`config.mk`:
```
export PLATFORM = sky130hd
export DESIGN_NAME = gpio_irq_bank
export DESIGN_NICKNAME = d
export VERILOG_FILES = /design/src/rtl/gpio_irq_pkg.sv /design/src/rtl/gpio_irq_ctrl.sv /design/src/rtl/gpio_irq_datapath.sv /design/src/rtl/gpio_irq_bank.sv
export SDC_FILE = /design/constraint.sdc
export NUM_CORES = 1
export LEC_CHECK = 0
export ABC_AREA = 0
export BUFFER_PORTS_ARGS = -buffer_cell sky130_fd_sc_hd__buf_4
export CORE_MARGIN = 1
export CORE_UTILIZATION = 52
export DETAILED_ROUTE_END_ITERATION = 10
export PLACE_DENSITY = 0.77
export SLEW_MARGIN = 15
export SYNTH_ARGS = -nofsm -noshare
export SYNTH_HDL_FRONTEND = slang
export SYNTH_HIERARCHICAL = 1
export SYNTH_SLANG_ARGS = --single-unit
export TNS_END_PERCENT = 10
```
`constraint.sdc`:
```
create_clock -name clk -period 1.15 [get_ports clk]
set_input_delay 0.1725 -clock clk [delete_from_list [all_inputs] [get_ports clk]]
set_output_delay 0.1725 -clock clk [all_outputs]
set_load 0.05 [all_outputs]
```
`src/rtl/gpio_irq_pkg.sv`:
```
package gpio_irq_pkg;
  localparam int ADDR_W = 3;

  localparam logic [ADDR_W-1:0] ADDR_MODE   = 3'd0;
  localparam logic [ADDR_W-1:0] ADDR_POL    = 3'd1;
  localparam logic [ADDR_W-1:0] ADDR_LATCH  = 3'd2;
  localparam logic [ADDR_W-1:0] ADDR_REPORT = 3'd3;
  localparam logic [ADDR_W-1:0] ADDR_STATUS = 3'd4;
  localparam logic [ADDR_W-1:0] ADDR_ACK    = 3'd5;

  // Strobes from the register decoder to the datapath.
  typedef struct packed {
    logic wrMode;
    logic wrPol;
    logic wrLatch;
    logic wrReport;
    logic ackPulse;
  } ctrlStrobe_t;
endpackage

```
`src/rtl/gpio_irq_ctrl.sv`:
```
module gpio_irq_ctrl
  import gpio_irq_pkg::*;
#(
  parameter int NUM_PINS = 8
) (
  input  logic                regWrEn,
  input  logic [ADDR_W-1:0]   regAddr,
  input  logic [NUM_PINS-1:0] modeCfg,
  input  logic [NUM_PINS-1:0] polCfg,
  input  logic [NUM_PINS-1:0] latchEn,
  input  logic [NUM_PINS-1:0] reportEn,
  input  logic [NUM_PINS-1:0] status,
  output ctrlStrobe_t         strobe,
  output logic [NUM_PINS-1:0] regRdData
);
  always_comb begin
    strobe          = '0;
    strobe.wrMode   = regWrEn && (regAddr == ADDR_MODE);
    strobe.wrPol    = regWrEn && (regAddr == ADDR_POL);
    strobe.wrLatch  = regWrEn && (regAddr == ADDR_LATCH);
    strobe.wrReport = regWrEn && (regAddr == ADDR_REPORT);
    strobe.ackPulse = regWrEn && (regAddr == ADDR_ACK);
  end

  always_comb begin
    case (regAddr)
      ADDR_MODE:   regRdData = modeCfg;
      ADDR_POL:    regRdData = polCfg;
      ADDR_LATCH:  regRdData = latchEn;
      ADDR_REPORT: regRdData = reportEn;
      ADDR_STATUS: regRdData = status;
      default:     regRdData = '0;
    endcase
  end
endmodule

```
`src/rtl/gpio_irq_datapath.sv`:
```
module gpio_irq_datapath
  import gpio_irq_pkg::*;
#(
  parameter int NUM_PINS    = 8,
  parameter int SYNC_STAGES = 2
) (
  input  logic                clk,
  input  logic                rstN,
  input  logic [NUM_PINS-1:0] pinIn,
  input  ctrlStrobe_t         strobe,
  input  logic [NUM_PINS-1:0] wrData,
  output logic [NUM_PINS-1:0] modeCfg,
  output logic [NUM_PINS-1:0] polCfg,
  output logic [NUM_PINS-1:0] latchEn,
  output logic [NUM_PINS-1:0] reportEn,
  output logic [NUM_PINS-1:0] status
);
  localparam int LAST_STAGE = SYNC_STAGES - 1;

  logic [NUM_PINS-1:0] syncChain [SYNC_STAGES];
  logic [NUM_PINS-1:0] syncd;
  logic [NUM_PINS-1:0] prevSample;
  logic [NUM_PINS-1:0] levelHit;
  logic [NUM_PINS-1:0] edgeHit;
  logic [NUM_PINS-1:0] evt;
  logic [NUM_PINS-1:0] ackHit;

  // Synchroniser chain
  always_ff @(posedge clk or negedge rstN) begin
    if (!rstN) begin
      for (int s = 0; s < SYNC_STAGES; s++) syncChain[s] <= '0;
    end else begin
      syncChain[0] <= pinIn;
      for (int s = 1; s < SYNC_STAGES; s++) syncChain[s] <= syncChain[s-1];
    end
  end
  assign syncd = syncChain[LAST_STAGE];

  // Previous sample always tracks, independent of any enable
  always_ff @(posedge clk or negedge rstN) begin
    if (!rstN) prevSample <= '0;
    else       prevSample <= syncd;
  end

  // Configuration registers
  always_ff @(posedge clk or negedge rstN) begin
    if (!rstN) begin
      modeCfg  <= '0;
      polCfg   <= '0;
      latchEn  <= '0;
      reportEn <= '0;
    end else begin
      if (strobe.wrMode)   modeCfg  <= wrData;
      if (strobe.wrPol)    polCfg   <= wrData;
      if (strobe.wrLatch)  latchEn  <= wrData;
      if (strobe.wrReport) reportEn <= wrData;
    end
  end

  // Per-pin detection
  for (genvar i = 0; i < NUM_PINS; i++) begin : g_pin
    assign levelHit[i] = polCfg[i] ? syncd[i] : ~syncd[i];
    assign edgeHit[i]  = polCfg[i] ? (syncd[i] & ~prevSample[i])
                                   : (~syncd[i] & prevSample[i]);
    assign evt[i]      = latchEn[i] & (modeCfg[i] ? edgeHit[i] : levelHit[i]);
    assign ackHit[i]   = strobe.ackPulse & wrData[i];


    latch_gate_chk: assert property (@(posedge clk) disable iff (!rstN)
      $rose(status[i]) |-> $past(latchEn[i]));

    ack_only_clear_chk: assert property (@(posedge clk) disable iff (!rstN)
      $fell(status[i]) |-> $past(strobe.ackPulse && wrData[i]));

    edge_real_chk: assert property (@(posedge clk) disable iff (!rstN)
      ($rose(status[i]) && $past(modeCfg[i])) |-> ($past(syncd[i]) != $past(prevSample[i])));

    event_wins_chk: assert property (@(posedge clk) disable iff (!rstN)
      evt[i] |=> status[i]);

    no_relatch_chk: assert property (@(posedge clk) disable iff (!rstN)
      (!latchEn[i] && !status[i]) |=> !status[i]);
  end

  // Sticky status: a new event outranks an acknowledge
  always_ff @(posedge clk or negedge rstN) begin
    if (!rstN) status <= '0;
    else       status <= evt | (status & ~ackHit);
  end
endmodule

```
`src/rtl/gpio_irq_bank.sv`:
```
module gpio_irq_bank
  import gpio_irq_pkg::*;
#(
  parameter int NUM_PINS    = 8,
  parameter int SYNC_STAGES = 2
) (
  input  logic                clk,
  input  logic                rstN,
  input  logic [NUM_PINS-1:0] pinIn,
  input  logic                regWrEn,
  input  logic [ADDR_W-1:0]   regAddr,
  input  logic [NUM_PINS-1:0] regWrData,
  output logic [NUM_PINS-1:0] regRdData,
  output logic                irqOut
);
  ctrlStrobe_t         strobe;
  logic [NUM_PINS-1:0] modeCfg;
  logic [NUM_PINS-1:0] polCfg;
  logic [NUM_PINS-1:0] latchEn;
  logic [NUM_PINS-1:0] reportEn;
  logic [NUM_PINS-1:0] status;

  gpio_irq_ctrl #(.NUM_PINS(NUM_PINS)) ctrl_i (
    .regWrEn  (regWrEn),
    .regAddr  (regAddr),
    .modeCfg  (modeCfg),
    .polCfg   (polCfg),
    .latchEn  (latchEn),
    .reportEn (reportEn),
    .status   (status),
    .strobe   (strobe),
    .regRdData(regRdData)
  );

  gpio_irq_datapath #(.NUM_PINS(NUM_PINS), .SYNC_STAGES(SYNC_STAGES)) dp_i (
    .clk     (clk),
    .rstN    (rstN),
    .pinIn   (pinIn),
    .strobe  (strobe),
    .wrData  (regWrData),
    .modeCfg (modeCfg),
    .polCfg  (polCfg),
    .latchEn (latchEn),
    .reportEn(reportEn),
    .status  (status)
  );

  assign irqOut = |(status & reportEn);


  irq_needs_status_chk: assert property (@(posedge clk) disable iff (!rstN)
    irqOut |-> (|status));

  irq_needs_report_chk: assert property (@(posedge clk) disable iff (!rstN)
    !(|reportEn) |-> !irqOut);
endmodule

```
* Word-level counts from Yosys, hierarchy flattened *
Cells that the tools add are included.

storage, ports and cells
  register bits after elaboration = 64
  bits in latches = 0
  memory bits (writable) = 0
  ROM bits = 0
  input bits = 22
  logic and storage cells = 97
  memories kept = 0

cells by class
  add/subtract/negate cells = 0
  multipliers = 0
  divide/modulo/power cells = 0
  order comparisons = 0
  equality and inequality tests = 5
  shift operators = 0
  multiplexer cells = 25
  bitwise gates (word level) = 52
  reduce and logical (&&, ||, !) cells = 7

operators with widths
  cell                count
  $pmux 8 s5          1
  $and 1x1->1         32
  $mux 1              24
  $and 8x8->8         2
  $not 1->1           16
  $not 8->8           1
  $or 8x8->8          1
  $reduce_or 8->1     1
  $eq 3x2->1 const B  2
  $eq 3x3->1 const B  2
  $logic_and 1x1->1   5
  $eq 3x1->1 const B  1
  $logic_not 3->1     1

* Depth between registers and ports, before layout *
Gate-level depths: netlist of run 1.

  depth in word-level cells = 6
  gate-level depth with buffers = 7

* By module *
Netlist of run 1, hierarchy kept.

modules (own cells, without submodules)
  module             times used  cells an instance  area each (µm²)  seq. area each (µm²)
  gpio_irq_datapath  1           149                2296.0           1601.5
  gpio_irq_ctrl      1           51                 414.1            0.0
  gpio_irq_bank      1           5                  36.3             0.0

* Worst setup path after synthesis of run 1 *
OpenSTA, ideal clock, no wires.

  path type = input port to output port
  start = input port regAddr[0]
  end = output port regRdData[1]
  data arrival time = 1.392 ns
  required time = 0.978 ns
  path slack = -0.415 ns
  cell stages on the path = 4
  cells stage by stage = buf_2 -> mux4_2 -> inv_1 -> o21ai_1

on the way
  longest elaborated chain between the ends = 2
  elaborated cells between the ends (all ways) = 6
  those cells by class = 4 x eq/ne; 1 x mux; 1 x reduce/logical

ends and longest elaborated chain
  element                             RTL line             RTL
  from (decl)                         gpio_irq_bank.sv:11  input logic [ADDR_W-1:0] regAddr,
  $eq 3x3->1 (tied with other cells)  gpio_irq_ctrl.sv:26  case (regAddr)
  $pmux 8 s5 *                        gpio_irq_ctrl.sv:26
  to (decl)                           gpio_irq_bank.sv:13  output logic [NUM_PINS-1:0] regRdData,

Every way passes the cells marked *; elsewhere a longest branch is shown, timed or not.

* Worst setup path after layout of run 1 *
  start = register dp_i.modeCfg[7]
  end = output port regRdData[7]

on the way
  longest elaborated chain between the ends = 1

ends and longest elaborated chain
  element                 RTL line                 RTL
  from (decl)             gpio_irq_datapath.sv:12  output logic [NUM_PINS-1:0] modeCfg,
  from (signal assigned)  gpio_irq_datapath.sv:53  if (strobe.wrMode) modeCfg <= wrData;
  $pmux 8 s5              gpio_irq_ctrl.sv:26

Every way passes these cells.

==> out/results.txt, run 1 <==
dpl hpwl - 4.00 mm
r2r startpoint - dp_i/modeCfg[2]
synthesis-to-finish area growth - 38.5%
first-pass GRT wire length - 9.34 mm
Power, Total - 6710 uW
Total Routing Usage GR - 0.239
layout cells sized above 1 - 0.497
Ys Warns - 6
Area contributors post-synth - dfrtp_1, mux2_2, a22o_1
Mapped Cells - 205
Placed Area - 0.00342 sq mm
H-tree depth - 3
Peak VDD IR - 1.20 mV
Clock Sinks - 64
First DRT Iteration DRCs - 80
CTS tree - yes
final instance area - 0.00380 sq mm
Period minus WS final - 1.71 ns
number of global-route vias before repair - 1975
initial antenna violation count - 0
worst skew pair latency - 0.34 ns
type of element launching the critical path - flip-flop
DR vias/cell - 5.33
clock-pin slew on the worst setup and hold paths - 0.06 ns
fmax - 586 MHz
Leak - 0.00177 uW
crit path kind - reg2out
Slew @ Worst Pin - 0.550 ns
relative slew slack - 0.632
Async SR Flop Fraction - 1.00
power per cell area - 1760 mW/mm^2
Seq/Total Area, Yosys - 0.583
status - complete, but fails checks
most frequent cell after synthesis - dfrtp_1
Setup crit start - dp_i/modeCfg[7]
GR Overflow Total - 0
clock buffer depth - 2
Synth cell types - 25
Die Wd - 74.7 microns
Core ar. - 0.00511 sq mm
CP Data Required Time - 0.98 ns
pin count of the biggest net entering global routing - 65
Synthesized Nets - 227
CTS buffer count - 9
post-synth top area share - 0.583
flops & latches, synth - 64
RSZ-0062 raised after global routing - yes
maxcap violations - 0
number of port buffers - 30
CP max FO - 2
DRC violations left - 0
final wirelength - 5.70 mm
Die ar. - 0.00558 sq mm
Period Utilization, post-route - 1.48
Worst Skew - 0.00532 ns
final setup margin - -0.556 ns
row count - 26
GP Congestion - 0.817
final slew viol count - 0
Hold Fails Final Rpt - 0
DRT antenna net count - 0
DRT Pass-1 Iters - 4
Via Count - 1952
failing checks - negative setup slack
mean post-synth cell area - 13.4 sq um
Ports - 31
initial core utilization - 0.538
wire per inst - 15.6 microns
Crit. End Element - output pin
Post-synth top cells - dfrtp_1, mux2_2, nor2_1
Final setup viols - 9
min-delay src - regWrData[0]
ys flop type - dfrtp_1
number of diodes - 0
biggest area consumer among synthesized cells - dfrtp_1
Die Ht - 74.7 microns
CP Data Arrival Time - 1.53 ns
hold crit path type - in2reg
Root Driver - clkbuf_8
Post-Syn Area - 0.00275 sq mm
number of enable flip-flop cells after synthesis - 0
final net count - 313
post-CTS setup buffers - 0
-- metrics by stage --
stage | utilization | setup slack, ns | std cells | setup TNS (ns) | hold slack (ns)
floorplan | - | -0.166 | 205 | -6.27 | -0.123
global placement | 0.670 | -0.329 | 341 | -9.56 | 0.193
detailed placement | 0.670 | -0.342 | 341 | -10.58 | 0.194
CTS | 0.738 | -0.570 | 366 | -4.67 | 0.0913
global route | 0.745 | -0.598 | 366 | -4.97 | 0.0923
finish | 0.745 | -0.556 | 366 | -4.54 | 0.0997
-- path summary, 6_finish.rpt --
kind / slack [ns] / to / cells past startpoint
worst max-delay path: -0.56 / regRdData[7] / 3
worst min-delay path: 0.1 / dp_i/modeCfg[0] / 2
worst max register to register: 0.03 / dp_i/status[2] / 4
worst min register to register: 0.35 / dp_i/syncd[5] / 0
max in group asynchronous: 0.52 / dp_i/polCfg[4] / 3
min in group asynchronous: 0.37 / dp_i/syncd[6] / 3
-- layer usage --
metal	GRT usage	up-vias	share of wire
li1	-	918	-
met1	0.310	974	0.44
met2	0.384	47	0.49
met3	0.0522	13	0.048
met4	0.115	0	0.021
met5	0	-	0
-- flip-flops by register name, indices dropped and copies added, names as in the netlist --
signal,flops
dp_i/latchEn,8
dp_i/modeCfg,8
dp_i/polCfg,8
dp_i/prevSample,8
dp_i/reportEn,8
dp_i/status,8
dp_i/syncChain,8
dp_i/syncd,8
-- worst max-delay path: stages (launching register included) --
cell	delay (ns)
dfrtp_1	0.40
mux2_4	0.27
a221o_2	0.37
buf_6	0.16
-- cell type report --
| type | instances | area, sq um |
|---|---|---|
| clock buffers | 14 | 183 |
| clock inverters | 2 | 35.0 |
| fillers | 360 | 1300 |
| inverters | 1 | 3.75 |
| multi-input cells | 130 | 1170 |
| flip-flops and latches | 64 | 1600 |
| well taps | 70 | 87.6 |
| repair buffers | 85 | 722 |
-- power by group --
part	switching, uW	internal [uW]	total [uW]
clock	796	1230	2030
combinational	756	1050	1810
sequential	257	2610	2870
-- what timing repair did --
item,CTS,global route
gates cloned,0,0
pin swaps,3,6
gates resized for setup,11,11
hold buffers,9,0
endpoints found under the setup margin,10,24
endpoints found under the hold margin,72,0
-- cell usage in the layout (no fill, tap or decap), types with 2 or more instances in the layout --
cell type and count:
buf_4 65, dfrtp_1 64, mux2_2 24, nor2_1 18, a22o_1 16, nand2_1 14
mux2_4 14, clkbuf_8 13, nand2b_1 9, dlygate4sd3_1 9, mux2i_1 7, buf_6 7
a221o_2 6, a22oi_2 4, a21boi_1 4, a21boi_0 4, buf_8 3, o21ai_4 2
nor3_2 2
-- cell families (layout without fill, tap and decap cells) --
logic type	after synthesis	after routing	share of synthesized area
mux	46	46	0.198
flops	64	64	0.583
compound gates	38	38	0.116
simple gates	46	46	0.0770
buf+inv	11	102	0.0260
No activity file was read; power rests on OpenSTA's default activity.
==> run 2: changes to the inputs <==
CORE_UTILIZATION = 45   (was 52)
PLACE_DENSITY = 0.68   (was 0.77)
==> run 2 against run 1 <==
Effect of this change:
- the flow still finishes with violations (negative setup slack)
- global-route usage fell by 3.1 points
- setup slack improved by 0.021 ns
- non-clock buffer count is 6 higher
- clock power up 4%
- critical path type unchanged
- clock skew grew 0.0022 ns
- highest routed layer unchanged
==> out/results.txt, run 2 (synthesis gave the netlist of run 1 again) <==
dpl hpwl - 4.22 mm
WHS Endpoint - dp_i/modeCfg[5]
final net count - 319
FF-to-FF End - dp_i/status[6]
initial antenna violation count - 0
Via Count - 1942
Final setup viols - 10
Period minus WS final - 1.68 ns
Placed Area - 0.00349 sq mm
Layout fillers - 446
worst skew pair latency - 0.33 ns
Worst Skew - 0.00749 ns
Reg power frac - 0.417
wire per inst - 15.4 microns
DR vias/cell - 5.15
DRT Pass-1 Iters - 4
H-tree depth - 3
clock buffer depth - 2
footprint of the multi-input gates - 0.00117 sq mm
initial core utilization - 0.464
first-pass GRT wire length - 9.70 mm
Register Area - 0.00160 sq mm
relative slew slack - 0.585
r2r startpoint - dp_i/polCfg[6]
Min Hold Slack - 0.109 ns
number of diodes - 0
number of global-route vias before repair - 2018
power per cell area - 1760 mW/mm^2
CP Data Required Time - 0.98 ns
fmax - 593 MHz
synthesis-to-finish area growth - 41.4%
final wirelength - 5.81 mm
most common cell after layout, fill and taps aside - buf_4
type of element launching the critical path - flip-flop
status - complete, but fails checks
Slew @ Worst Pin - 0.621 ns
Period Utilization, post-route - 1.47
Ports - 31
most frequent cells in the layout - buf_4, dfrtp_1, mux2_2
Hold Crit Depth - 2
Die ar. - 0.00642 sq mm
Total Routing Usage GR - 0.208
GP Congestion - 0.805
Power, Total - 6850 uW
Root Driver - clkbuf_8
Crit. End Element - output pin
final setup margin - -0.535 ns
Die Wd - 80.1 microns
failing checks - negative setup slack
maxcap violations - 0
pin count of the biggest net entering global routing - 30
DRT antenna net count - 0
worst reg2reg path depth - 4
First DRT Iteration DRCs - 61
Net Sw Power - 1860 uW
Die Ht - 80.1 microns
switching share of total power - 0.272
hold crit path type - in2reg
CTS tree - yes
CP Data Arrival Time - 1.51 ns
P_int - 4990 uW
min-delay src - regWrData[5]
Hold Fails Final Rpt - 0
layout cells sized above 1 - 0.507
row count - 28
Gate power share - 0.273
CP max FO - 2
crit path kind - reg2out
CTS buffer count - 9
final slew viol count - 0
GR Overflow Total - 0
DRC violations left - 0
clock-pin slew on the worst setup and hold paths - 0.07 ns
number of port buffers - 30
RSZ-0062 raised after global routing - yes
clock power share - 0.310
Leak - 0.00180 uW
final instance area - 0.00388 sq mm
Clock Sinks - 64
DP Worst Slack - -0.354 ns
reg2reg setup slack - -0.02 ns
Peak VDD IR - 0.944 mV
Core ar. - 0.00592 sq mm
-- run 2: cell count changes in the layout (fill, tap and decap cells not counted), sizes merged --
| cell | before | now |
|---|---|---|
| buf | 76 | 82 |
| clkbuf | 14 | 11 |
| bufinv | 1 | 2 |
| clkinvlp | 0 | 2 |
-- run 2: final cells by class --
class | instances | area share
repair buffers | 91 | 0.204
flip-flops and latches | 64 | 0.413
well taps | 75 | 0.0242
clock inverters | 5 | 0.0206
inverters | 1 | 0.000967
multi-input cells | 130 | 0.301
clock buffers | 11 | 0.0364
-- run 2: worst max path at each step --
stage	startpoint	end	slack, ns	cells past startpoint
2_1_floorplan	regAddr[1]	dp_i/modeCfg[0]	-0.17	6
3_3_place_gp	regAddr[1]	regRdData[0]	-0.35	4
3_5_place_dp	regAddr[1]	regRdData[7]	-0.35	4
4_1_cts	dp_i/modeCfg[7]	regRdData[7]	-0.55	3
5_1_grt	dp_i/modeCfg[5]	regRdData[5]	-0.58	3
6_report	dp_i/modeCfg[5]	regRdData[5]	-0.53	3
-- run 2: stage by stage --
step	TNS, ns	instances	util
5_1_grt	-5.02	377	0.656
6_report	-4.39	377	0.656
3_3_place_gp	-11.31	351	0.590
4_1_cts	-4.54	376	0.653
3_5_place_dp	-11.37	351	0.590
2_1_floorplan	-6.27	205	-
-- run 2: power groups by stage --
stage | Sequential (uW) | Clock, uW | Combinational [uW]
2_1_floorplan | 2860 | 0 | 985
3_3_place_gp | 2870 | 0 | 1700
3_5_place_dp | 2890 | 0 | 1740
4_1_cts | 2860 | 2170 | 1860
5_1_grt | 2900 | 2290 | 2010
6_report | 2850 | 2120 | 1870
-- run 2: timing repair --
item | in CTS | in global routing
setup buffers | 0 | 1
pin swaps | 8 | 3
hold buffers | 9 | 0
setup endpoints to repair | 12 | 17
cloned | 0 | 0
resized for setup | 16 | 4
endpoints found under the hold margin | 28 | 0
-- run 2: metal layers --
layer	GRT usage	part of all wire	vias up
li1	-	-	929
met1	0.269	0.46	960
met2	0.339	0.49	48
met3	0.0568	0.045	5
met4	0.0643	0.0055	0
met5	0	0	-
-- run 2: worst max-delay path, stage by stage (launching register included) --
cell and delay [ns]:
dfrtp_1 0.40, mux2_4 0.27, a221o_2 0.36, buf_6 0.16
==> run 3: changes to the inputs <==
SYNTH_HIERARCHICAL = not set   (was 1)
==> run 3 against run 2 <==
Effect of this change:
- the flow still finishes with violations (negative setup slack)
- synthesized cell count fell by 1.5%
- non-clock buffer count shrank 7
- largest power group unchanged
- global-route usage increased by 2.6 points
- cell area is 2.2% higher
- largest cell class unchanged
- first-iteration DRC count rose by 62%
- clock skew fell by 0.0035 ns
- highest routed layer unchanged
- setup slack better by 0.065 ns
- die area fell by 0.66%
- clock power is 8% lower
==> out/results.txt, run 3 <==
Max Used Layer - met4
biggest area consumer among synthesized cells - dfrtp_1
number of global-route vias before repair - 2162
final net count - 309
Core ar. - 0.00568 sq mm
Ys Warns - 0
final wirelength - 6.43 mm
RSZ-0062 raised after global routing - yes
pin count of the biggest net entering global routing - 25
type of element launching the critical path - flip-flop
Mapped Cells - 202
Slowest cell on crit path - dfrtp_1
number of port buffers - 30
WP buf/inv - 1
wire per inst - 17.7 microns
Ports - 31
Power, Total - 6660 uW
dpl hpwl - 4.41 mm
status - complete, but fails checks
CTS buffer count - 9
worst skew pair latency - 0.34 ns
row count - 27
H-tree depth - 3
Clock Sinks - 64
synthesis-to-finish area growth - 45.5%
CP max FO - 2
CP max stage delay - 0.38 ns
failing checks - negative setup slack
worst-path cell chain - mux2_4, a32oi_4, o21ai_4, buf_8
GR Overflow Total - 0
met3 wire len - 234 microns
DRC violations left - 0
Period Utilization, post-route - 1.41
Peak VDD IR - 0.979 mV
Async SR Flop Fraction - 1.00
mean post-synth cell area - 13.5 sq um
Root Driver - clkbuf_8
Crit. End Element - output pin
Post-synth top cells - dfrtp_1, mux2_2, a22o_1
final setup margin - -0.470 ns
met1 wire length - 2.90 mm
Die Wd - 79.9 microns
Hold Fails Final Rpt - 0
Via Count - 1997
crit path kind - reg2out
most frequent cell after synthesis - dfrtp_1
fmax - 617 MHz
DRT Pass-1 Iters - 4
Final setup viols - 9
first-pass GRT wire length - 10.8 mm
layout cells sized above 1 - 0.531
GP Congestion - 0.799
clock-pin slew on the worst setup and hold paths - 0.07 ns
flops & latches, synth - 64
Area contributors post-synth - dfrtp_1, mux2_2, a22o_1
First DRT Iteration DRCs - 99
met2 WL - 3.21 mm
Seq/Total Area, Yosys - 0.587
most frequent cells in the layout - dfrtp_1, buf_4, mux2_2
CP delay by family, top - flip-flops
post-synth top area share - 0.587
Leak - 0.00175 uW
final slew viol count - 0
reg2reg setup slack - 0.03 ns
relative slew slack - 0.675
power per cell area - 1680 mW/mm^2
clock buffer depth - 2
CTS tree - yes
maxcap violations - 0
Worst Skew - 0.00399 ns
Total Routing Usage GR - 0.234
Slew @ Worst Pin - 0.486 ns
CP Data Arrival Time - 1.45 ns
hold crit path type - in2reg
Synthesized Nets - 224
DRT antenna net count - 0
Layout fillers - 408
Period minus WS final - 1.62 ns
initial core utilization - 0.481
ys flop type - dfrtp_1
Synth cell types - 24
DR vias/cell - 5.49
Die ar. - 0.00638 sq mm
Post-Syn Area - 0.00273 sq mm
CP Data Required Time - 0.98 ns
number of enable flip-flop cells after synthesis - 0
Die Ht - 79.9 microns
number of diodes - 0
initial antenna violation count - 0
Min Hold Slack - 0.106 ns
[run 3: cell count changes in the layout (fill, tap and decap cells not counted), sizes merged, moves of 3 or more]
cell / delta
a22oi: +7
mux2i: -7
nor2: -9
nand2: -6
a221o: -6
o21ai: +6
nor2b: +3
a32oi: +8
buf: -7
[run 3: repair_timing]
| item | in CTS | in global routing |
|---|---|---|
| buffers inserted | 0 | 1 |
| hold endpoints to repair | 29 | 0 |
| hold buffers | 9 | 0 |
| endpoints found under the setup margin | 17 | 24 |
| pin swaps | 7 | 11 |
| gates resized for setup | 13 | 22 |
[run 3: area by class of cell]
type	count	area, sq um	share of cell area
repair buffers	84	741	0.187
clock buffers	13	159	0.0401
flip-flops and latches	64	1600	0.404
clock inverters	3	40.0	0.0101
inverters	1	3.75	0.000946
well taps	72	90.1	0.0227
multi-input cells	127	1330	0.335
[run 3: through the flow]
step	utilization	area, sq um	TNS (ns)	setup WS (ns)	std cells
2_1_floorplan	-	2940	-4.06	-0.176	202
3_3_place_gp	0.621	3530	-13.94	-0.589	338
3_5_place_dp	0.621	3530	-14.62	-0.630	338
4_1_cts	0.682	3870	-4.42	-0.509	363
5_1_grt	0.699	3970	-4.63	-0.524	364
6_report	0.699	3970	-4.08	-0.470	364
[run 3: layer usage]
metal	vias to the layer above	track usage
li1	923	-
met1	1023	0.301
met2	42	0.379
met3	9	0.0411
met4	0	0.118
met5	-	0
[run 3: path summary, 6_finish.rpt]
check | from | end | cells past startpoint
worst max-delay path | dp_i.latchEn[0] | regRdData[0] | 4
worst min-delay path | regWrData[5] | dp_i.reportEn[5] | 2
worst max register to register | dp_i.polCfg[3] | dp_i.status[3] | 3
worst min register to register | dp_i.syncChain[15] | dp_i.syncd[7] | 0
max in group asynchronous | rstN | dp_i.modeCfg[7] | 3
min in group asynchronous | rstN | dp_i.latchEn[6] | 2
[run 3: logic make-up after synthesis]
family,count (synthesis),synth area share
AND/OR/NAND/NOR,35,0.0821
multiplexers,40,0.165
buffers and inverters,11,0.0197
AO/OA/AOI/OAI,52,0.146
flip-flops,64,0.587
[run 3: worst reg2reg max path, delay by kind of cell (launching register included)]
family	cells	cell delay [ns]
AO/OA/AOI/OAI	3	0.60
flip-flops	1	0.41
[run 3: power by group]
| group | switching [uW] | internal [uW] | total (uW) |
|---|---|---|---|
| registers | 311 | 2610 | 2930 |
| clock network | 839 | 1110 | 1950 |
| logic | 781 | 998 | 1780 |
| total | 1930 | 4730 | 6660 |
